File: config.mk
export PLATFORM = sky130hd
export DESIGN_NAME = dc_offset_remover
export DESIGN_NICKNAME = d
export VERILOG_FILES = /design/src/rtl/dcr_pkg.sv /design/src/rtl/dcr_tracker.sv /design/src/rtl/dcr_chan.sv /design/src/rtl/dc_offset_remover.sv
export SDC_FILE = /design/constraint.sdc
export NUM_CORES = 1
export LEC_CHECK = 0
export ABC_AREA = 1
export BUFFER_PORTS_ARGS = -buffer_cell sky130_fd_sc_hd__buf_4
export CAP_MARGIN = 20
export CORE_MARGIN = 5
export CORE_UTILIZATION = 40
export CTS_CLUSTER_DIAMETER = 30
export CTS_CLUSTER_SIZE = 8
export DETAILED_ROUTE_END_ITERATION = 16
export HOLD_SLACK_MARGIN = 0.06
export SYNTH_ARGS = -nofsm -noshare
export SYNTH_HDL_FRONTEND = slang
export SYNTH_SLANG_ARGS = --single-unit
File: constraint.sdc
create_clock -name clk -period 8.1 [get_ports clk]
set_input_delay 1.215 -clock clk [delete_from_list [all_inputs] [get_ports clk]]
set_output_delay 1.215 -clock clk [all_outputs]
set_load 0.02 [all_outputs]
File: src/rtl/dcr_pkg.sv
package dcr_pkg;
  typedef struct packed {
    logic       mute_l;
    logic       mute_r;
    logic       hp_off;
    logic       freeze;
    logic [3:0] spare;
  } dcr_ctrl_t;
endpackage

File: src/rtl/dcr_tracker.sv
module dcr_tracker #(
  parameter int W = 24,
  parameter int K = 10
) (
  input  logic                  clk,
  input  logic                  rst_n,
  input  logic                  upd,
  input  logic signed [W-1:0]   x,
  output logic signed [W-1:0]   est,
  output logic [W+K:0]          acc_o
);
  localparam int AW = W + K + 1;

  logic signed [AW-1:0] acc_q;

  // one leaky-integrator step with flooring arithmetic shift
  function automatic logic [AW-1:0] leak_step(input logic [AW-1:0] a,
                                              input logic [W-1:0]  s);
    logic signed [AW:0] tgt;
    logic signed [AW:0] d;
    logic signed [AW:0] st;
    tgt = $signed({{2{s[W-1]}}, s, {K{1'b0}}});
    d   = tgt - $signed({a[AW-1], a});
    st  = d >>> K;
    return a + st[AW-1:0];
  endfunction

  logic signed [AW-1:0] acc_sh;
  assign acc_sh = acc_q >>> K;
  assign est    = acc_sh[W-1:0];
  assign acc_o  = acc_q;

  always_ff @(posedge clk or negedge rst_n) begin
    if (!rst_n)   acc_q <= '0;
    else if (upd) acc_q <= $signed(leak_step(acc_q, x));
  end
endmodule

File: src/rtl/dcr_chan.sv
module dcr_chan #(
  parameter int W = 24,
  parameter int K = 10
) (
  input  logic                clk,
  input  logic                rst_n,
  input  logic                vld,
  input  logic                hp_off,
  input  logic                freeze,
  input  logic                mute,
  input  logic signed [W-1:0] x,
  output logic signed [W-1:0] y,
  output logic [W+K:0]        acc_o
);
  localparam logic signed [W-1:0] SMAX = {1'b0, {(W-1){1'b1}}};
  localparam logic signed [W-1:0] SMIN = {1'b1, {(W-1){1'b0}}};

  logic signed [W-1:0] est;
  logic                upd;
  logic signed [W-1:0] y_n;

  assign upd = vld & ~hp_off & ~freeze;

  dcr_tracker #(.W(W), .K(K)) u_trk (
    .clk(clk), .rst_n(rst_n), .upd(upd), .x(x), .est(est), .acc_o(acc_o)
  );

  // difference clamped to the signed sample range
  function automatic logic [W-1:0] sat_sub(input logic [W-1:0] a,
                                           input logic [W-1:0] b);
    logic [W:0] d;
    d = {a[W-1], a} - {b[W-1], b};
    if (d[W] != d[W-1]) return d[W] ? SMIN : SMAX;
    return d[W-1:0];
  endfunction

  always_comb begin
    if (mute)        y_n = '0;
    else if (hp_off) y_n = x;
    else             y_n = $signed(sat_sub(x, est));
  end

  always_ff @(posedge clk or negedge rst_n) begin
    if (!rst_n)   y <= '0;
    else if (vld) y <= y_n;
  end
endmodule

File: src/rtl/dc_offset_remover.sv
module dc_offset_remover #(
  parameter int W = 24,
  parameter int K = 10
) (
  input  logic                clk,
  input  logic                rst_n,
  input  logic                in_valid,
  input  logic [7:0]          ctrl,
  input  logic signed [W-1:0] in_l,
  input  logic signed [W-1:0] in_r,
  output logic                out_valid,
  output logic signed [W-1:0] out_l,
  output logic signed [W-1:0] out_r
);
  import dcr_pkg::*;
  localparam int NCH = 2;
  localparam int AW  = W + K + 1;

  dcr_ctrl_t           cfg;
  logic [W-1:0]        x_in  [NCH];
  logic [W-1:0]        y_out [NCH];
  logic [NCH-1:0]      mute_v;
  logic [AW-1:0]       acc_v [NCH];
  logic [AW-1:0]       acc_l;
  logic [AW-1:0]       acc_r;

  assign cfg      = dcr_ctrl_t'(ctrl);
  assign x_in[0]  = in_l;
  assign x_in[1]  = in_r;
  assign mute_v   = {cfg.mute_r, cfg.mute_l};

  for (genvar c = 0; c < NCH; c++) begin : g_ch
    logic signed [W-1:0] y_c;
    dcr_chan #(.W(W), .K(K)) u_ch (
      .clk(clk), .rst_n(rst_n), .vld(in_valid),
      .hp_off(cfg.hp_off), .freeze(cfg.freeze), .mute(mute_v[c]),
      .x($signed(x_in[c])), .y(y_c), .acc_o(acc_v[c])
    );
    assign y_out[c] = y_c;
  end

  assign out_l = $signed(y_out[0]);
  assign out_r = $signed(y_out[1]);
  assign acc_l = acc_v[0];
  assign acc_r = acc_v[1];

  always_ff @(posedge clk or negedge rst_n) begin
    if (!rst_n) out_valid <= 1'b0;
    else        out_valid <= in_valid;
  end
endmodule

* Word level (Yosys, flattened, before mapping)
Index checks and enable logic that the tools add are counted.
Storage, ports and cells: flip-flop bits (word level) 119, latch bits 0, memory bits (writable) 0, bits in read-only memories 0, input port bits 59, output and inout port bits 49, word-level logic and storage cells 33, memories kept 0
Cells by class: $add $sub $neg 6, multipliers 0, div/mod/pow operators 0, order comparisons 0, equality and inequality tests 2, shifts and indexed selects 0, muxes and demuxes 16, bitwise operators 4, reduce and logical (&&, ||, !) cells 0
Operator list (count):
- $mux 24 | 10
- $sub 34x35->36 | 2
- $add 35x35->35 | 2
- $sub 24x24->25 | 2
- $mux 1 | 6
- $and 1x1->1 | 2
- $ne 1x1->1 | 2
- $not 1->1 | 2

* Logic depth before layout (Yosys ltp)
depth in word-level cells 8, gate-level depth with buffers 30, gate-level depth less buffers 29

* By module
From an unflattened synthesis, not the netlist that was laid out.
Second synthesis, totals: cells, all modules 2805, area, all modules 17132.7 um^2
Modules (own cells, without submodules):
- dcr_tracker (g_ch[0].u_ch.u_trk) | instances 1, cells each 877, area an instance 5477.8 um^2, sequential area each 875.8 um^2
- dcr_tracker (g_ch[1].u_ch.u_trk) | instances 1, cells each 863, area an instance 5390.2 um^2, sequential area each 875.8 um^2
- dcr_chan (g_ch[0].u_ch) | instances 1, cells each 530, area an instance 3141.8 um^2, sequential area each 600.6 um^2
- dcr_chan (g_ch[1].u_ch) | instances 1, cells each 534, area an instance 3098.0 um^2, sequential area each 600.6 um^2
- dc_offset_remover | instances 1, cells each 1, area an instance 25.0 um^2, sequential area each 25.0 um^2

* Worst setup path before layout
OpenSTA, ideal clock, no wires.
kind input-to-reg, from in in_l[0], to reg g_ch[0].u_ch.u_trk.acc_q[34], library setup time 117 ps, arrival 3936 ps, required time 7983 ps, path slack 4046 ps, stages on the path 23, buffers on the path 0, path through inv_1 > ha_1 > nand2_1 > nor2_1 > nand3_1 > nand2_1 > a21oi_1 > o21ai_0 > nand2_1 > nand3_1 > xor2_1 > ha_1 > nand2_1 > nor2_1 > nand2_1 > nor3b_1 > nand3_1 > nand3_1 > inv_1 > nand2_1 > nand3_1 > nand2_1 > nand2_1
On the way: longest elaborated chain between the ends 2
RTL lines:
- start: declaration | line dc_offset_remover.sv:9 | input logic signed [W-1:0] in_l,
- $sub 34x35->36 | line dcr_tracker.sv:23 | d = tgt - $signed({a[AW-1], a});
- $add 35x35->35 | line dcr_tracker.sv:25 | return a + st[AW-1:0];
- end signal: assignment | line dcr_tracker.sv:35 | else if (upd) acc_q <= $signed(leak_step(acc_q, x));
- end: declaration | line dcr_tracker.sv:14 | logic signed [AW-1:0] acc_q;
No other way between the ends. A chain may end at the register's enable or synchronous reset.

* Worst setup path in the final report
from in in_r[0], to reg g_ch[1].u_ch.u_trk.acc_q[29]
On the way: longest elaborated chain between the ends 2
RTL lines:
- start: declaration | line dc_offset_remover.sv:10 | input logic signed [W-1:0] in_r,
- $sub 34x35->36 | line dcr_tracker.sv:23
- $add 35x35->35 | line dcr_tracker.sv:25
- end signal: assignment | line dcr_tracker.sv:35
- end: declaration | line dcr_tracker.sv:14
No other way between the ends.

==> metrics.cfg <==
[layout]
drive_gt1_share_pct=8.64
fillerInstances=3822
nets=2673
syn_to_final_growth_pct=12.5
diodes=0

[clock_tree]
cts_num_sinks=119
cts_made_buffers=17
clockBufferDepth=2
cts_resized=0
htree_num_levels=4
tritoncts=done
ctsRootBufferMaster=clkbuf_16
cts-hold-fix-buffers=0
clk_latency_ns=0.44
cts_setup_buffers=0
clk_pin_slew_ns=0.06

[timing]
worst_pin_slew_ns=0.941
fmaxAchievable_mhz=202
hold_viol=0
slew_violations=0
rsz0062_at_grt=no
tns_ns=0
slew-limit-headroom_pct=37.3
fin_crit_sh_pct=61.1
period_needed_ns=4.95
setup_viol=0
skew_ns=0.00983

[detailed_routing]
wl_um=49500
antenna_left=0
drc=0
wl_per_cell_um=16.7
vias=15070
dr.first_iter.drc_count=755
viasPerCell=5.09
dr.pass1.iters=5

[logic_synthesis]
ys_types=41
synth_edf_count=0
syn-mean-instance-area_um2=6.04
yosysSeqAreaShare_pct=20.5
synth_seq_cells=119
synth_area_leaders=dfrtp_1, nand2_1, ha_1
yosysMostFrequentCell=nand2_1
synth_warnings=0
syn_inst=2401
synth_top_area_share_pct=20.5
synth.net_count=2588
yosysTopAreaCell=dfrtp_1
async_flop_share_pct=100
synthTopCellsByCount=nand2_1, inv_1, nor2_1
synthFlopType=dfrtp_1
synth_area_um2=14500

[place]
port-buffer-count=103
hpwl_um=41700
gp_congestion=0.974

[floorplan]
row_count=69
initial_utilization_pct=40.7
die_w_um=200
floorplan.core_area_um2=35700
io_pins=108
die_y_um=200
die_area_um2=40200

[setup_path]
r2r-start=g_ch[0].u_ch.u_trk.acc_o[10]
slowest_delay_ns=0.58
cpMostUsedCell=nand2_1
cp_data_arrival_time_ns=5.25
worst_path_max_delay_cell=o21ai_0
cp.required_ns=8.40
startpoint_type=primary input
cp-end-kind=register
worstSetupPathType=in2reg
worstPathCellList=buf_4 -> inv_1 -> ha_1 -> nand2_1 -> nor2_1 -> nand2_1 -> nand2_1 -> a21oi_1 -> o21ai_0 -> nand3_1 -> nand2_1 -> xor2_1 -> ha_1 -> nand2_1 -> nor2_1 -> nand2_1 -> o21ai_0 -> nand3_1 -> nand2_1 -> nand2_1 -> nand3_1 -> o21ai_0
startpoint=in_r[0]
path_max_fanout=6

[run]
drv_cap=0

[min_path]
worstHoldPathType=reg2reg
holdCritStartpoint=g_ch[1].u_ch.y[3]

[global_route]
antenna_found_initial=0
grt_pass1_wl_um=78800
groute.usage.overall_pct=24.3
grt_pass1_vias=14813
globalRouteOverflowTotal=0
grt_max_degree=86

[outcome]
status=finished, final reports clean

==> layer usage <==
metal | track usage [%] | share of wire (%) | routed length, um
met3 | 2.83 | 3.4 | 1670
met2 | 45.0 | 50 | 24900
met5 | 0 | 0 | 0
met1 | 28.7 | 42 | 20900
met4 | 9.00 | 3.9 | 1940
==> layout make-up <==
| type | count | area, um^2 | area share, % |
|---|---|---|---|
| Tap cell | 461 | 577 | 3.53 |
| Multi-Input combinational cell | 1911 | 10100 | 61.8 |
| Sequential cell | 119 | 2980 | 18.2 |
| Clock buffer | 18 | 439 | 2.69 |
| Inverter | 329 | 1230 | 7.57 |
| Clock inverter | 14 | 175 | 1.07 |
| Timing Repair Buffer | 108 | 823 | 5.04 |
==> cells in the final DEF (no fill, tap or decap), types with 26 or more instances in the layout <==
cell        n
nand2_1   778
inv_1     323
nor2_1    250
nand3_1   170
a21oi_1   162
ha_1      124
o21ai_0   121
dfrtp_1   119
buf_4     107
xor2_1     70
xnor2_1    48
o21bai_1   31
nand2_2    26
nand4_1    26
==> logic make-up (layout without fill, tap and decap cells) <==
family,after synthesis,after routing,synth area share (%)
compound gates,334,334,12.4
buf+inv,371,469,9.97
fa+ha+maj,128,128,11.2
xor+xnor,118,118,7.12
flops,119,119,20.5
simple gates,1331,1331,38.8
==> flip-flops by register name, indices dropped and copies added, names as in the netlist <==
signal,cells
g_ch.u_ch.u_trk.acc_o,70
out_valid,1
g_ch.u_ch.y,48
==> through the flow <==
step / hold WS, ns / utilization (%) / area (um^2) / worst slack, ns / cells
4_1_cts: 0.483 / 45.7 / 16300 / 3.22 / 2959
3_3_place_gp: 0.455 / 44.0 / 15700 / 2.73 / 2927
6_report: 0.477 / 45.8 / 16300 / 3.15 / 2960
2_1_floorplan: 0.442 / - / 14500 / 4.05 / 2401
5_1_grt: 0.503 / 45.8 / 16300 / 2.81 / 2960
3_5_place_dp: 0.467 / 44.0 / 15700 / 2.73 / 2927
==> final timing paths <==
check / to / cells past startpoint / slack (ns)
setup / recovery: g_ch[1].u_ch.u_trk.acc_o[29] / 22 / 3.15
hold / removal: g_ch[1].u_ch.y[3] / 2 / 0.48
setup reg to reg: g_ch[0].u_ch.u_trk.acc_o[29] / 18 / 3.69
hold reg to reg: g_ch[1].u_ch.y[3] / 2 / 0.48
max in group asynchronous: g_ch[0].u_ch.y[22] / 2 / 5.88
min in group asynchronous: g_ch[1].u_ch.u_trk.acc_o[3] / 1 / 0.81
==> worst max-delay path, delay by kind of cell <==
| family | cells | cell delay, ns |
|---|---|---|
| compound gates | 4 | 1.37 |
| xor+xnor | 1 | 0.09 |
| fa+ha+maj | 2 | 0.74 |
| buf+inv | 2 | 0.20 |
| simple gates | 13 | 1.65 |
Power is not shown: default switching activity piles up to over one toggle a cycle in this logic, so the estimate is an artifact.
